$ cat src/rtl/fp_trap_pkg.sv
package fp_trap_pkg;
  localparam int unsigned FLAG_W = 6;
  localparam int unsigned SUM_W  = FLAG_W + 1;

  localparam int unsigned F_INV = 0;
  localparam int unsigned F_DZE = 1;
  localparam int unsigned F_OVF = 2;
  localparam int unsigned F_UNF = 3;
  localparam int unsigned F_INE = 4;
  localparam int unsigned F_IOV = 5;

  typedef enum logic [1:0] {
    CHK_NORMAL = 2'd0,
    CHK_CMP    = 2'd1,
    CHK_SWC    = 2'd2,
    CHK_ALT    = 2'd3
  } chk_mode_e;
endpackage

$ cat src/rtl/fp_operand_screen.sv
module fp_operand_screen
  import fp_trap_pkg::*;
#(
  parameter int unsigned EXP_W  = 11,
  parameter int unsigned FRAC_W = 52,
  localparam int unsigned MAG_W = EXP_W + FRAC_W
) (
  input  logic [1:0]       mode_i,
  input  logic [MAG_W-1:0] mag_i,
  input  logic             flush_i,
  output logic             trap_o,
  output logic             set_inv_o,
  output logic             swc_o
);
  logic [EXP_W-1:0]  exp_f;
  logic [FRAC_W-1:0] frac_f;
  logic exp_zero, exp_ones, frac_nz;

  assign exp_f    = mag_i[MAG_W-1:FRAC_W];
  assign frac_f   = mag_i[FRAC_W-1:0];
  assign exp_zero = ~|exp_f;
  assign exp_ones = &exp_f;
  assign frac_nz  = |frac_f;

  always_comb begin
    trap_o    = 1'b0;
    set_inv_o = 1'b0;
    swc_o     = 1'b0;
    unique case (chk_mode_e'(mode_i))
      CHK_SWC: begin
        swc_o  = 1'b1;
        trap_o = exp_zero & frac_nz & ~flush_i;
      end
      CHK_CMP: begin
        set_inv_o = exp_ones & frac_nz;
        trap_o    = (exp_zero & frac_nz) | set_inv_o;
      end
      default: begin
        set_inv_o = exp_ones;
        trap_o    = (exp_zero & frac_nz) | exp_ones;
      end
    endcase
  end
endmodule

$ cat src/rtl/fp_flag_resolve.sv
module fp_flag_resolve
  import fp_trap_pkg::*;
(
  input  logic [FLAG_W-1:0] flags_i,
  input  logic [FLAG_W-1:0] ignore_i,
  input  logic [FLAG_W-1:0] enable_i,
  input  logic              swc_i,
  output logic [FLAG_W-1:0] sticky_add_o,
  output logic              trap_o,
  output logic [FLAG_W-1:0] trap_flags_o
);
  logic [FLAG_W-1:0] kept;

  assign kept         = flags_i & ~ignore_i;
  assign sticky_add_o = swc_i ? kept : flags_i;
  // software completion traps on any kept flag, but reports only enabled ones
  assign trap_o       = |kept;
  assign trap_flags_o = swc_i ? (kept & enable_i) : kept;
endmodule

$ cat src/rtl/fp_trap_unit.sv
module fp_trap_unit
  import fp_trap_pkg::*;
#(
  parameter int unsigned EXP_W    = 11,
  parameter int unsigned FRAC_W   = 52,
  parameter int unsigned NUM_REGS = 32,
  localparam int unsigned OP_W    = EXP_W + FRAC_W + 1,
  localparam int unsigned REG_W   = $clog2(NUM_REGS)
) (
  input  logic              clk_i,
  input  logic              rst_ni,
  input  logic [FLAG_W-1:0] cfg_enable_i,
  input  logic              cfg_flush_i,
  input  logic              chk_valid_i,
  input  logic [1:0]        chk_mode_i,
  input  logic [OP_W-1:0]   chk_operand_i,
  input  logic              rep_valid_i,
  input  logic [FLAG_W-1:0] rep_flags_i,
  input  logic [FLAG_W-1:0] rep_ignore_i,
  input  logic              rep_swc_i,
  input  logic [REG_W-1:0]  rep_reg_i,
  output logic              trap_valid_o,
  output logic [SUM_W-1:0]  trap_summary_o,
  output logic [NUM_REGS-1:0] trap_regmask_o,
  output logic [FLAG_W-1:0] sticky_o
);
  logic chk_trap, chk_set_inv, chk_swc;
  logic [FLAG_W-1:0] rep_sticky_add, rep_trap_flags;
  logic rep_trap;
  logic [NUM_REGS-1:0] reg_dec;
  logic [FLAG_W-1:0] sticky_d;
  logic trap_d;
  logic [SUM_W-1:0] summary_d;
  logic [NUM_REGS-1:0] regmask_d;
  logic chk_fire, rep_fire;

  fp_operand_screen #(.EXP_W(EXP_W), .FRAC_W(FRAC_W)) i_screen (
    .mode_i   (chk_mode_i),
    .mag_i    (chk_operand_i[OP_W-2:0]),
    .flush_i  (cfg_flush_i),
    .trap_o   (chk_trap),
    .set_inv_o(chk_set_inv),
    .swc_o    (chk_swc)
  );

  fp_flag_resolve i_resolve (
    .flags_i     (rep_flags_i),
    .ignore_i    (rep_ignore_i),
    .enable_i    (cfg_enable_i),
    .swc_i       (rep_swc_i),
    .sticky_add_o(rep_sticky_add),
    .trap_o      (rep_trap),
    .trap_flags_o(rep_trap_flags)
  );

  for (genvar g = 0; g < NUM_REGS; g++) begin : g_dec
    assign reg_dec[g] = (rep_reg_i == REG_W'(g));
  end

  assign chk_fire = chk_valid_i & chk_trap;
  assign rep_fire = rep_valid_i & rep_trap;

  always_comb begin
    sticky_d = sticky_o;
    if (chk_valid_i && chk_set_inv) sticky_d[F_INV] = 1'b1;
    if (rep_valid_i) sticky_d = sticky_d | rep_sticky_add;
    trap_d    = chk_fire | rep_fire;
    summary_d = '0;
    regmask_d = '0;
    if (chk_fire) begin
      summary_d[F_INV+1] = 1'b1;
      summary_d[0]       = chk_swc;
    end else if (rep_fire) begin
      summary_d = {rep_trap_flags, rep_swc_i};
      regmask_d = reg_dec;
    end
  end

  always_ff @(posedge clk_i or negedge rst_ni) begin
    if (!rst_ni) begin
      sticky_o       <= '0;
      trap_valid_o   <= 1'b0;
      trap_summary_o <= '0;
      trap_regmask_o <= '0;
    end else begin
      sticky_o       <= sticky_d;
      trap_valid_o   <= trap_d;
      trap_summary_o <= summary_d;
      trap_regmask_o <= regmask_d;
    end
  end

  AST_STICKY_MONOTONIC: assert property (@(posedge clk_i) disable iff (!rst_ni)
    1'b1 |=> ((sticky_o & $past(sticky_o)) == $past(sticky_o)));
  AST_REGMASK_ONEHOT: assert property (@(posedge clk_i) disable iff (!rst_ni)
    trap_valid_o |-> $onehot0(trap_regmask_o));
  AST_IDLE_NO_TRAP: assert property (@(posedge clk_i) disable iff (!rst_ni)
    (!chk_valid_i && !rep_valid_i) |=> !trap_valid_o);
  AST_PLAIN_TRAP_HAS_FLAG: assert property (@(posedge clk_i) disable iff (!rst_ni)
    (trap_valid_o && !trap_summary_o[0]) |-> (trap_summary_o[SUM_W-1:1] != '0));
  AST_ZERO_NO_TRAP: assert property (@(posedge clk_i) disable iff (!rst_ni)
    (chk_valid_i && !rep_valid_i && (chk_operand_i[OP_W-2:0] == '0)
     && (chk_operand_i[OP_W-1] || !chk_operand_i[OP_W-1])) |=> !trap_valid_o);
  AST_IDLE_STICKY_HOLD: assert property (@(posedge clk_i) disable iff (!rst_ni)
    (!chk_valid_i && !rep_valid_i) |=> $stable(sticky_o));
endmodule

$ cat config.mk
export PLATFORM = sky130hd
export DESIGN_NAME = fp_trap_unit
export DESIGN_NICKNAME = d
export VERILOG_FILES = /design/src/rtl/fp_trap_pkg.sv /design/src/rtl/fp_operand_screen.sv /design/src/rtl/fp_flag_resolve.sv /design/src/rtl/fp_trap_unit.sv
export SDC_FILE = /design/constraint.sdc
export NUM_CORES = 1
export LEC_CHECK = 0
export ABC_AREA = 1
export ABC_CLOCK_PERIOD_IN_PS = 800
export BUFFER_PORTS_ARGS = -buffer_cell sky130_fd_sc_hd__buf_2
export CAP_MARGIN = 20
export CORE_ASPECT_RATIO = 1.2
export CORE_MARGIN = 4
export CORE_UTILIZATION = 33
export CTS_BUF_LIST = sky130_fd_sc_hd__clkbuf_8 sky130_fd_sc_hd__clkbuf_16
export CTS_CLUSTER_SIZE = 8
export DETAILED_ROUTE_END_ITERATION = 16
export PLACE_DENSITY = 0.66
export RECOVER_POWER = 25
export SETUP_SLACK_MARGIN = 0.15
export SLEW_MARGIN = 20
export SYNTH_ARGS = -nofsm -noshare
export SYNTH_HDL_FRONTEND = slang
export SYNTH_HIERARCHICAL = 1
export SYNTH_SLANG_ARGS = --single-unit
$ cat constraint.sdc
create_clock -name clk_i -period 0.8 [get_ports clk_i]
set_input_delay 0.12 -clock clk_i [delete_from_list [all_inputs] [get_ports clk_i]]
set_output_delay 0.12 -clock clk_i [all_outputs]
set_load 0.1 [all_outputs]
Yosys cells after proc, flatten, opt, wreduce, memory -nomap -nowiden
Index checks and enable logic that the tools add are counted.
{ "classes": {"n_eq_ne": 33, "muxes": 12, "bitwise_logic": 13, "reduce_logical": 7} }
{ "ops": {"columns": ["cell", "count"], "rows": [
  ["== test 5 bit, second input constant", 16],
  ["two-way mux 32 bit", 2],
  ["OR reduction 52 bit", 1],
  ["== test 5 x 4 -> 1 bit, second input constant", 8],
  ["== test 5 x 3 -> 1 bit, second input constant", 4],
  ["bitwise AND 6 bit", 2],
  ["two-way mux 6 bit", 2],
  ["AND reduction 11 bit", 1],
  ["OR reduction 11 bit", 1],
  ["== test 5 x 2 -> 1 bit, second input constant", 2],
  ["two-way mux 7 bit", 1],
  ["inverter 6 bit", 1],
  ["OR 6 bit", 1],
  ["OR reduction 6 bit", 1],
  ["bitwise AND 1 bit", 5],
  ["== test 5 x 1 -> 1 bit, second input constant", 1],
  ["logical NOT 5 bit", 1],
  ["two-way mux 5 bit", 1],
  ["one-hot mux 1 bit (2 select lines)", 2],
  ["two-way mux 1 bit", 3],
  ["OR 1 bit", 3],
  ["== test 2 x 1 -> 1 bit, second input constant", 1],
  ["== test 2 bit, second input constant", 1],
  ["two-way mux 2 bit", 1],
  ["other kinds (3)", 3]
]} }
{ "totals": {"ff_bits": 46, "output_inout_bits": 46, "wordCells": 70} }

Longest topological paths before layout
Gate-level depths: netlist of run 1.
{ "depth": {"ltp_word": 7, "mapped_depth": 12, "mapped_depth_nobuf": 11} }

By module
Netlist of run 1, hierarchy kept.
{ "modules_own_cells": {"columns": ["module", "instances", "cells_per_inst", "area_each_um2"], "rows": [
  ["fp_trap_unit", 1, 141, 1597.8],
  ["fp_operand_screen", 1, 75, 329.1],
  ["fp_flag_resolve", 1, 37, 170.2]
]} }

Worst setup path before layout of run 1
No wires, ideal clock.
{ "synth_path": {"path_type": "input-to-reg", "start": "in chk_mode_i[0]", "end": "reg trap_regmask_o[19]", "setup_ps": 116, "arrival_time_ps": 1199, "path_slack_ps": -515, "stages": 11, "n_path_buf": 1, "path_cell_list": "inv_1 > ha_1 > a21oi_1 > nand3_1 > o21ai_1 > nand2_1 > nand2_1 > nand2_2 > nand3_4 > buf_6 > nor2_1"} }
{ "synth_via": {"elab_chain_len": 4, "word_cells_on_any_way": 5, "cone_classes": "2 x eq/ne; 2 x mux; 1 x bitwise"} }
{ "synth_lines": {"columns": ["item", "line", "text"], "rows": [
  ["start, declared", "fp_trap_unit.sv:15", "input logic [1:0] chk_mode_i,"],
  ["== test 2 x 1 -> 1 bit or == test 2 bit (tied branches)", "fp_operand_screen.sv:29", "unique case (chk_mode_e'(mode_i))"],
  ["one-hot mux 1 bit (2 select lines) (*)", "fp_operand_screen.sv:29", null],
  ["net chk_trap", "fp_trap_unit.sv:27", "logic chk_trap, chk_set_inv, chk_swc;"],
  ["bitwise AND 1 bit (*)", "fp_trap_unit.sv:60", "assign chk_fire = chk_valid_i & chk_trap;"],
  ["two-way mux 32 bit (*)", "fp_trap_unit.sv:70", "if (chk_fire) begin"],
  ["net regmask_d[19]", "fp_trap_unit.sv:34", "logic [NUM_REGS-1:0] regmask_d;"],
  ["end signal, assigned", "fp_trap_unit.sv:89", "trap_regmask_o <= regmask_d;"],
  ["end, declared", "fp_trap_unit.sv:24", "output logic [NUM_REGS-1:0] trap_regmask_o,"]
]} }
The timed path passes the listed nets; every way through them passes the cells marked *.
A chain may end at the register's enable or synchronous reset.

Worst setup path in the final report of run 1
{ "layout_path": {"start": "in chk_operand_i[57]", "end": "reg trap_summary_o[0]"} }
{ "layout_via": {"elab_chain_len": 7, "word_cells_on_any_way": 11, "cone_classes": "2 x mux; 6 x bitwise; 3 x reduce/logical"} }
{ "layout_lines": {"columns": ["item", "line", "text"], "rows": [
  ["start, declared", "fp_trap_unit.sv:16", "input logic [OP_W-1:0] chk_operand_i,"],
  ["OR reduction 11 bit", "fp_operand_screen.sv:21", "assign exp_zero = ~|exp_f;"],
  ["logical NOT 1 bit", "fp_operand_screen.sv:21", null],
  ["bitwise AND 1 bit", "fp_operand_screen.sv:32, fp_operand_screen.sv:36, fp_operand_screen.sv:40", null],
  ["OR 1 bit, or another cell as far along", "fp_operand_screen.sv:40", "trap_o = (exp_zero & frac_nz) | exp_ones;"],
  ["one-hot mux 1 bit (2 select lines) (*)", "fp_operand_screen.sv:29", null],
  ["net chk_trap", "fp_trap_unit.sv:27", null],
  ["bitwise AND 1 bit (*)", "fp_trap_unit.sv:60", null],
  ["two-way mux 2 bit (*)", "fp_trap_unit.sv:70", null],
  ["net summary_d[0]", "fp_trap_unit.sv:33", "logic [SUM_W-1:0] summary_d;"],
  ["end signal, assigned", "fp_trap_unit.sv:88", "trap_summary_o <= summary_d;"],
  ["end, declared", "fp_trap_unit.sv:23", "output logic [SUM_W-1:0] trap_summary_o,"]
]} }
Marked as above.

==> flow_metrics.env, run 1 <==
export IMPL_worst_pin_slew_ns=0.409
export IMPL_hpwl_um=5140
export IMPL_via_per_inst=4.43
export IMPL_synth_area_per_cell_um2=8.29
export IMPL_fmaxAchievable_ghz=0.885
export IMPL_maxCapViolations=0
export IMPL_async_flop_share_pct=100
export IMPL_syn_area_mm2=0.00210
export IMPL_synth_seq_cells=46
export IMPL_grt_first_pass_wirelength_um=10500
export IMPL_cts_sinks=46
export IMPL_clk_pin_slew_ns=0.09
export IMPL_cp_start_kind="input pin"
export IMPL_ys_types=24
export IMPL_drv_slew=0
export IMPL_synthTopCellsByCount="73 x nor2_1, 54 x nand2_1, 46 x dfrtp_1, 31 x inv_1, 9 x a21oi_1"
export IMPL_insertion_delay_ns=0.29
export IMPL_fin_cells=503
export IMPL_die_area_mm2=0.00770
export IMPL_syn_to_final_growth_pct=112
export IMPL_clockBufferDepth=2
export IMPL_drt_initial_drc_count=137
export IMPL_finClkSkew_ns=0
export IMPL_cts_buffers=5
export IMPL_ys_seq_area_share_pct=54.9
export IMPL_yosys_most_used_dff="dfrtp_1"
export IMPL_wl_met2_um=3790
export IMPL_grt_pass1_vias=2349
export IMPL_num_antenna_cells=0
export IMPL_start_util_pct=34.4
export IMPL_remaining_drc_errors=0
export IMPL_critical_path_class="input pin to flop"
export IMPL_drtAntennaViolNets=0
export IMPL_slew_limit_headroom_pct=72.8
export IMPL_core_mm2=0.00609
export IMPL_fin_util_pct=72.9
export IMPL_timing_final_ws_setup_ns=-0.330
export IMPL_yosys_area_top_type="dfrtp_1"
export IMPL_syn_inst=253
export IMPL_violations="setup timing"
export IMPL_end_kind="flop"
export IMPL_arrival_ns=1.32
export IMPL_port_buffers=139
export IMPL_vias=2226
export IMPL_grt_max_degree=47
export IMPL_io_pins=141
export IMPL_grt_overflow_total=0
export IMPL_worstPathRequired_ns=0.99
export IMPL_wl_met1_um=2300
export IMPL_p_total_mw=5.09
export IMPL_setup_violations=87
export IMPL_rsz0062_at_grt="yes"
export IMPL_layout_nets=517
export IMPL_yosysTopAreaCellShare_pct=54.9
export IMPL_critical_path_max_fanout=6
export IMPL_drtPass1Iterations=4
export IMPL_cts_tree="done"
export IMPL_vdd_drop_max_v=0.000760
export IMPL_synth_fp_nets=350
export IMPL_wire_per_inst_um=13.3
export IMPL_nFillCells=421
export IMPL_htreeDepth=2
export IMPL_leakagePower_nw=1.97
export IMPL_hold_viol_final=0
export IMPL_num_rows=31
export IMPL_dieWidth_um=80.8
export IMPL_yosys_warnings=6
export IMPL_place_inst=486
export IMPL_clockRootBuffer="clkbuf_8"
export IMPL_wirelength_um=6690
export IMPL_gp_congestion=0.872
export IMPL_synth_area_top_cells="dfrtp_1 55%, nor2_1 13%, nand2_1 9.7%, inv_1 5.5%, a21oi_1 2.1%"
export IMPL_power_density_mw_per_mm2=1150
export IMPL_hp_class="input pin to flop"
export IMPL_top_layer_used="met4"
export IMPL_synth_edf_count=0
export IMPL_route_met3_wl_um=505
export IMPL_die_h_um=95.3
export IMPL_status="complete, but fails checks"
export IMPL_period_share_pct=141
export IMPL_period_minus_slack_ns=1.13
export IMPL_antenna_found_initial=0
export IMPL_grt_total_usage_pct=17.7
export IMPL_synth_most_common_cell="nor2_1"
export IMPL_drive_above_1_share_pct=64.8
-- per-layer routing --
metal	global-route usage [%]	vias to the layer above
met2	35.1	94
met1	17.7	1013
met5	0	-
met3	4.44	10
li1	-	1109
met4	5.21	0
-- cells by family after synthesis --
logic type | count (synthesis) | share of synthesized area [%]
compound gates | 21 | 6.32
fa+ha+maj | 2 | 1.19
flops | 46 | 54.9
buf+inv | 35 | 7.28
simple gates | 149 | 30.3
-- placed cells by master (no fill, tap or decap), drive strengths merged, types with 5 or more instances in the layout --
cell type / count
nand2: 56
a21boi: 6
clkbuf: 5
nor2: 79
a21oi: 9
dfrtp: 46
buf: 160
inv: 32
a21o: 5
nand3: 8
-- worst max-delay path, stage by stage --
cell,delay [ns]
buf_6,0.07
inv_2,0.03
nor3_2,0.16
nand3b_1,0.14
o21ai_1,0.16
nand2_1,0.07
nand2_2,0.12
nand2_8,0.10
buf_4,0.15
buf_6,0.11
nand3_2,0.04
nand2_1,0.04
-- worst paths after layout --
check,slack [ns],cells after the start,endpoint,from
min in group asynchronous,0.36,3,trap_regmask_o[18],rst_ni
max in group asynchronous,0.09,3,sticky_o[0],rst_ni
worst min-delay path,0.11,4,sticky_o[0],rep_ignore_i[0]
worst max register to register,-0.08,3,sticky_o[0],sticky_o[0]
worst min register to register,0.54,1,sticky_o[4],sticky_o[4]
worst max-delay path,-0.33,12,trap_summary_o[0],chk_operand_i[57]
-- area by class of cell --
| cell class | count | area (um2) | area share [%] |
|---|---|---|---|
| Clock buffer | 5 | 68.8 | 1.55 |
| Clock inverter | 3 | 23.8 | 0.536 |
| Inverter | 32 | 133 | 2.99 |
| Multi-Input combinational cell | 174 | 1100 | 24.8 |
| Sequential cell | 46 | 1290 | 29.1 |
| Tap cell | 82 | 103 | 2.31 |
| Timing Repair Buffer | 161 | 1720 | 38.6 |
-- report_power, final --
| group | internal, mW | switching [mW] |
|---|---|---|
| sequential | 2.37 | 0.0272 |
| combinational | 0.533 | 0.703 |
| clock | 0.625 | 0.834 |
| total | 3.53 | 1.56 |
-- flip-flops by register name (all words and copies together) (netlist names) --
register,cells
trap_summary_o,7
sticky_o,6
trap_valid_o,1
trap_regmask_o,32
-- through the flow --
step	worst slack (ns)	setup TNS (ns)	hold WS [ns]	cell area, um2
finish	-0.330	-23.10	0.107	4440
global route	-0.449	-30.03	0.116	4440
CTS	-0.312	-21.41	0.0926	4300
detailed placement	-0.676	-23.85	0.119	3890
global placement	-0.635	-23.05	0.114	3890
floorplan	-0.372	-13.99	-0.176	2300
-- repair_timing --
item                                    CTS  global route
hold endpoints to repair                 46             0
endpoints found under the setup margin   92            92
buffers inserted                          4             2
hold buffers                              1             0
pin swaps                                39            16
gates cloned                              2             0
resized for setup                        56            33
Note: power is estimated with default switching activity, not from simulation.
==> inputs of run 2 (changes only) <==
--- a/config.mk
+++ b/config.mk
@@ -17,7 +17,7 @@
 export DETAILED_ROUTE_END_ITERATION = 16
 export PLACE_DENSITY = 0.66
 export RECOVER_POWER = 25
-export SETUP_SLACK_MARGIN = 0.15
+export SETUP_SLACK_MARGIN = 0.2
 export SLEW_MARGIN = 20
 export SYNTH_ARGS = -nofsm -noshare
 export SYNTH_HDL_FRONTEND = slang
==> run 2 against run 1 <==
Against the previous run: the run still ends with setup timing left; combinational power is essentially flat; count of clock-buffer cells in the layout is the same; highest routed layer unchanged; critical endpoint is now trap_regmask_o[14]; non-clock buffer count grew 1; cell count is 0.20% higher; sequential cell count unchanged.
==> flow_metrics.env, run 2 (synthesis results as in run 1) <==
export IMPL_cts_tree="done"
export IMPL_power_density_mw_per_mm2=1150
export IMPL_insertion_delay_ns=0.29
export IMPL_num_rows=31
export IMPL_timing_final_ws_setup_ns=-0.334
export IMPL_clk_pin_slew_ns=0.09
export IMPL_holdWs_ns=0.106
export IMPL_p_total_mw=5.10
export IMPL_gp_congestion=0.872
export IMPL_dpl_instance_area_mm2=0.00389
export IMPL_rsz0062_at_grt="yes"
export IMPL_leakagePower_nw=1.97
export IMPL_cts_sinks=46
export IMPL_critical_path_max_fanout=8
export IMPL_crit_path_end="trap_regmask_o[14]"
export IMPL_port_buffers=139
export IMPL_cts_buffers=5
export IMPL_via_per_inst=4.45
export IMPL_die_h_um=95.3
export IMPL_reg_top3="trap_regmask_o x32, trap_summary_o x7, sticky_o x6"
export IMPL_vias=2243
export IMPL_hold_viol_final=0
export IMPL_wirelength_um=6840
export IMPL_die_area_mm2=0.00770
export IMPL_syn_to_final_growth_pct=112
export IMPL_drtPass1Iterations=4
export IMPL_htreeDepth=2
export IMPL_r2r_start="sticky_o[0]"
export IMPL_clockRootBuffer="clkbuf_8"
export IMPL_period_minus_slack_ns=1.13
export IMPL_end_kind="flop"
export IMPL_fin_area_mm2=0.00444
export IMPL_hp_class="input pin to flop"
export IMPL_drtAntennaViolNets=0
export IMPL_slew_limit_headroom_pct=78.8
export IMPL_maxCapViolations=0
export IMPL_core_mm2=0.00609
export IMPL_worstPathRequired_ns=1.03
export IMPL_grt_overflow_total=0
export IMPL_start_util_pct=34.4
export IMPL_critical_path_class="input pin to flop"
export IMPL_drt_initial_drc_count=145
export IMPL_remaining_drc_errors=0
export IMPL_violations="setup timing"
export IMPL_startpoint="chk_operand_i[31]"
export IMPL_setup_violations=87
export IMPL_io_pins=141
export IMPL_worstHoldStart="rep_ignore_i[0]"
export IMPL_final_common_cell="buf_2"
export IMPL_rrSetupSlack_ns=-0.08
export IMPL_largest_reg_flops=32
export IMPL_grt_first_pass_wirelength_um=10500
export IMPL_grt_total_usage_pct=17.7
export IMPL_drive_above_1_share_pct=64.7
export IMPL_vdd_drop_max_v=0.000768
export IMPL_status="complete, but fails checks"
export IMPL_antenna_found_initial=0
export IMPL_grt_pass1_vias=2349
export IMPL_r2r_end="sticky_o[0]"
export IMPL_clockBufferDepth=2
export IMPL_grt_max_degree=47
export IMPL_hpwl_um=5140
export IMPL_arrival_ns=1.36
export IMPL_worst_pin_slew_ns=0.318
export IMPL_fmaxAchievable_ghz=0.882
export IMPL_layout_nets=518
export IMPL_wire_per_inst_um=13.6
export IMPL_worst_r2r_path_depth=3
export IMPL_tns_ns=-23.46
export IMPL_final_cell_mix="70 x buf_2, 49 x nand2_1, 47 x buf_12"
export IMPL_drv_slew=0
export IMPL_num_antenna_cells=0
export IMPL_dieWidth_um=80.8
export IMPL_cp_start_kind="input pin"
export IMPL_max_flop_register="trap_regmask_o"
export IMPL_fin_util_pct=72.9
export IMPL_period_share_pct=142
export IMPL_finClkSkew_ns=0
==> run 2: worst max-delay path, stage by stage <==
cell     delay (ns)
buf_6          0.10
nor2_4         0.09
nand2_1        0.05
nor2_1         0.10
nand2_1        0.07
nor2_1         0.09
nand2_1        0.08
nand2_1        0.08
nand2_2        0.09
nand2_8        0.12
nand3_4        0.20
nor2_2         0.16
==> run 2: worst min path at each step <==
stage | to | cells after the start
floorplan | trap_regmask_o[16] | 0
global placement | trap_regmask_o[11] | 2
detailed placement | trap_regmask_o[18] | 2
CTS | sticky_o[0] | 4
global route | sticky_o[0] | 4
finish | sticky_o[0] | 4
==> run 2: repair_timing <==
| item | in CTS | in global routing |
|---|---|---|
| gates resized for setup | 56 | 33 |
| buffers inserted | 4 | 2 |
| pin swaps | 39 | 16 |
| endpoints found under the setup margin | 92 | 130 |
| gates cloned | 2 | 1 |
| hold endpoints to repair | 46 | 0 |
| hold buffers | 1 | 0 |
==> run 2: metrics by stage <==
stage	setup slack (ns)	cells
6_report	-0.334	504
3_5_place_dp	-0.676	486
3_3_place_gp	-0.635	486
4_1_cts	-0.312	501
2_1_floorplan	-0.372	253
5_1_grt	-0.449	504
==> run 2: layout make-up <==
class	count	area (um2)
repair buffers	162	1720
fillers	421	1650
flip-flops and latches	46	1290
multi-input cells	174	1100
inverters	32	133
well taps	82	103
clock buffers	5	68.8
clock inverters	3	23.8
==> run 2: metal layers <==
layer,routed length [um],part of all wire [%],global-route usage [%]
met2,3910,57,35.1
met5,0,0,0
met4,91,1.3,5.21
met3,482,7.0,4.44
met1,2350,34,17.7
==> run 2: power breakdown <==
group	internal (mW)	switching, mW	total (mW)
logic	0.534	0.707	1.24
registers	2.37	0.0272	2.40
clock network	0.626	0.837	1.46
==> inputs of run 3 (changes only) <==
--- a/config.mk
+++ b/config.mk
@@ -5,17 +5,15 @@
 export SDC_FILE = /design/constraint.sdc
 export NUM_CORES = 1
 export LEC_CHECK = 0
-export ABC_AREA = 1
 export ABC_CLOCK_PERIOD_IN_PS = 800
 export BUFFER_PORTS_ARGS = -buffer_cell sky130_fd_sc_hd__buf_2
 export CAP_MARGIN = 20
 export CORE_ASPECT_RATIO = 1.2
 export CORE_MARGIN = 4
 export CORE_UTILIZATION = 33
-export CTS_BUF_LIST = sky130_fd_sc_hd__clkbuf_8 sky130_fd_sc_hd__clkbuf_16
 export CTS_CLUSTER_SIZE = 8
 export DETAILED_ROUTE_END_ITERATION = 16
-export PLACE_DENSITY = 0.66
+export PLACE_DENSITY = 0.65
 export RECOVER_POWER = 25
 export SETUP_SLACK_MARGIN = 0.2
 export SLEW_MARGIN = 20
==> run 3 against run 2 <==
Against the previous run: the flow finishes with violations (hold timing, setup timing); combinational power grew 5%; register-to-register slack lost 0.11 ns; worst hold slack lost 0.31 ns; wire length grew 23%; critical endpoint is now trap_summary_o[0]; highest routed layer unchanged.
==> flow_metrics.env, run 3 <==
export IMPL_slowest_stage="or4_4"
export IMPL_synth_fp_nets=291
export IMPL_slew_limit_headroom_pct=58.1
export IMPL_grt_max_degree=34
export IMPL_clockBufferDepth=2
export IMPL_setup_violations=87
export IMPL_via_per_inst=5.22
export IMPL_hold_viol_final=8
export IMPL_p_sw_mw=1.56
export IMPL_finClkSkew_ns=0
export IMPL_period_minus_slack_ns=1.58
export IMPL_final_cell_mix="78 x buf_2, 51 x buf_12, 46 x dfrtp_4"
export IMPL_drv_slew=0
export IMPL_dpl_instance_area_mm2=0.00417
export IMPL_final_common_cell="buf_2"
export IMPL_arrival_ns=1.77
export IMPL_timing_final_ws_setup_ns=-0.779
export IMPL_worstPathRequired_ns=0.99
export IMPL_path_buf_inv=3
export IMPL_max_flop_register="trap_regmask_o"
export IMPL_io_pins=141
export IMPL_grt_first_pass_wirelength_um=13100
export IMPL_drtAntennaViolNets=0
export IMPL_num_antenna_cells=0
export IMPL_reg_top3="trap_regmask_o x32, trap_summary_o x7, sticky_o x6"
export IMPL_p_total_mw=5.43
export IMPL_fmaxAchievable_ghz=0.633
export IMPL_hpwl_um=6120
export IMPL_syn_inst=194
export IMPL_cp_common_cell="buf_12"
export IMPL_dieWidth_um=82.9
export IMPL_yosys_warnings=6
export IMPL_remaining_drc_errors=0
export IMPL_cts_tree="done"
export IMPL_drtPass1Iterations=4
export IMPL_largest_reg_flops=32
export IMPL_synth_seq_cells=46
export IMPL_fin_area_mm2=0.00461
export IMPL_num_rows=32
export IMPL_clockRootBuffer="clkbuf_8"
export IMPL_worstPathCellList="buf_8, or4_4, nor4_4, a32oi_1, o22ai_1, and2_4, buf_12, buf_12, o31ai_2"
export IMPL_die_h_um=97.9
export IMPL_vias=2369
export IMPL_nFillCells=441
export IMPL_period_share_pct=197
export IMPL_drive_above_1_share_pct=77.2
export IMPL_syn_to_final_growth_pct=107
export IMPL_ys_seq_area_share_pct=51.8
export IMPL_max_stage_delay_ns=0.54
export IMPL_p_clk_share_pct=31.9
export IMPL_yosys_most_used_dff="dfrtp_1"
export IMPL_cp_start_kind="input pin"
export IMPL_port_buffers=139
export IMPL_p_comb_share_pct=23.9
export IMPL_power_density_mw_per_mm2=1180
export IMPL_yosys_area_top_type="dfrtp_1"
export IMPL_drt_initial_drc_count=79
export IMPL_grt_overflow_total=0
export IMPL_cts_buffers=5
export IMPL_synth_edf_count=0
export IMPL_ys_types=34
export IMPL_clk_pin_slew_ns=0.09
export IMPL_core_mm2=0.00649
export IMPL_cts_sinks=46
export IMPL_leakagePower_nw=1.88
export IMPL_antenna_found_initial=0
export IMPL_hp_class="input pin to asynchronous set/reset pin"
export IMPL_vdd_drop_max_v=0.00111
export IMPL_wire_per_inst_um=18.6
export IMPL_sequentialPowerShare_pct=44.2
export IMPL_htreeDepth=2
export IMPL_yosysTopAreaCellShare_pct=51.8
export IMPL_worst_pin_slew_ns=0.629
export IMPL_grt_pass1_vias=2565
export IMPL_cp_top_family="simple AND/OR/NAND/NOR gates"
export IMPL_synth_area_per_cell_um2=11.5
export IMPL_insertion_delay_ns=0.29
export IMPL_wirelength_um=8450
export IMPL_layout_nets=465
export IMPL_start_util_pct=34.3
export IMPL_synth_most_common_cell="dfrtp_1"
export IMPL_maxCapViolations=0
export IMPL_violations="hold timing, setup timing"
export IMPL_end_kind="flop"
export IMPL_gp_congestion=1.01
export IMPL_rrSetupSlack_ns=-0.19
export IMPL_grt_total_usage_pct=20.3
export IMPL_tns_ns=-42.73
export IMPL_syn_area_mm2=0.00222
export IMPL_p_int_mw=3.88
export IMPL_rsz0062_at_grt="yes"
export IMPL_async_flop_share_pct=100
export IMPL_critical_path_max_fanout=8
export IMPL_synthTopCellsByCount="46 x dfrtp_1, 31 x nor4_1, 18 x nor4_2, 15 x inv_1"
export IMPL_swShare_pct=28.7
export IMPL_holdWs_ns=-0.204
export IMPL_die_area_mm2=0.00812
export IMPL_status="complete, but fails checks"
export IMPL_synth_area_top_cells="dfrtp_1 52%, nor4_2 10%, nor4_1 8.7%, buf_6 3.5%, inv_1 2.5%"
export IMPL_critical_path_class="input pin to flop"
run 3: power groups by stage:
stage	combinational, mW	clock [mW]	sequential [mW]
after floorplan	0.296	0	2.68
after global placement	1.16	0	2.46
after detailed placement	1.18	0	2.46
after CTS	1.28	1.78	2.40
after global routing	1.38	1.90	2.41
final	1.30	1.73	2.40
run 3: cells by family after synthesis:
group	Yosys count	share of synthesized area [%]
AOI/OAI and AO/OA	27	8.61
and+or+nand+nor	87	30.2
DFF	46	51.8
buffers and inverters	32	8.27
adders and majority gates	2	1.13
run 3: final cells by class:
type / instances / area [um2] / area share [%]
Clock buffer: 5 / 68.8 / 1.49
Multi-Input combinational cell: 116 / 1110 / 24.2
Clock inverter: 3 / 45.0 / 0.977
Sequential cell: 46 / 1320 / 28.7
Inverter: 17 / 63.8 / 1.38
Tap cell: 85 / 106 / 2.31
Timing Repair Buffer: 182 / 1890 / 40.9
run 3: stage by stage:
stage	setup slack [ns]	std cells	hold slack (ns)	utilization [%]
CTS	-0.747	451	-0.310	69.9
global placement	-1.07	440	0.0178	64.3
detailed placement	-1.11	440	0.0186	64.3
floorplan	-0.811	194	-0.176	-
global route	-0.838	454	-0.187	71.1
finish	-0.779	454	-0.204	71.1
run 3: path summary, 6_finish.rpt:
path                                      end              start  cells past startpoint
setup / recovery            trap_summary_o[0]  chk_operand_i[53]                      9
hold / removal             trap_regmask_o[24]             rst_ni                      1
setup reg to reg                  sticky_o[0]        sticky_o[0]                      2
hold reg to reg                   sticky_o[5]        sticky_o[5]                      1
max in group asynchronous   trap_regmask_o[4]             rst_ni                      2
min in group clk_i         trap_regmask_o[18]       rep_reg_i[3]                      3
run 3: metal layers:
metal | GRT usage [%] | vias to the layer above | share of wire (%)
li1 | - | 1078 | -
met1 | 22.0 | 1122 | 34
met3 | 5.40 | 22 | 8.8
met2 | 37.1 | 147 | 54
met4 | 8.43 | 0 | 3.4
met5 | 0 | - | 0
run 3: timing repair:
action	4_1_cts	5_1_grt
resized for setup	37	8
endpoints found under the setup margin	92	92
buffers inserted	3	2
endpoints found under the hold margin	46	46
pin swaps	9	5
gates cloned	0	1
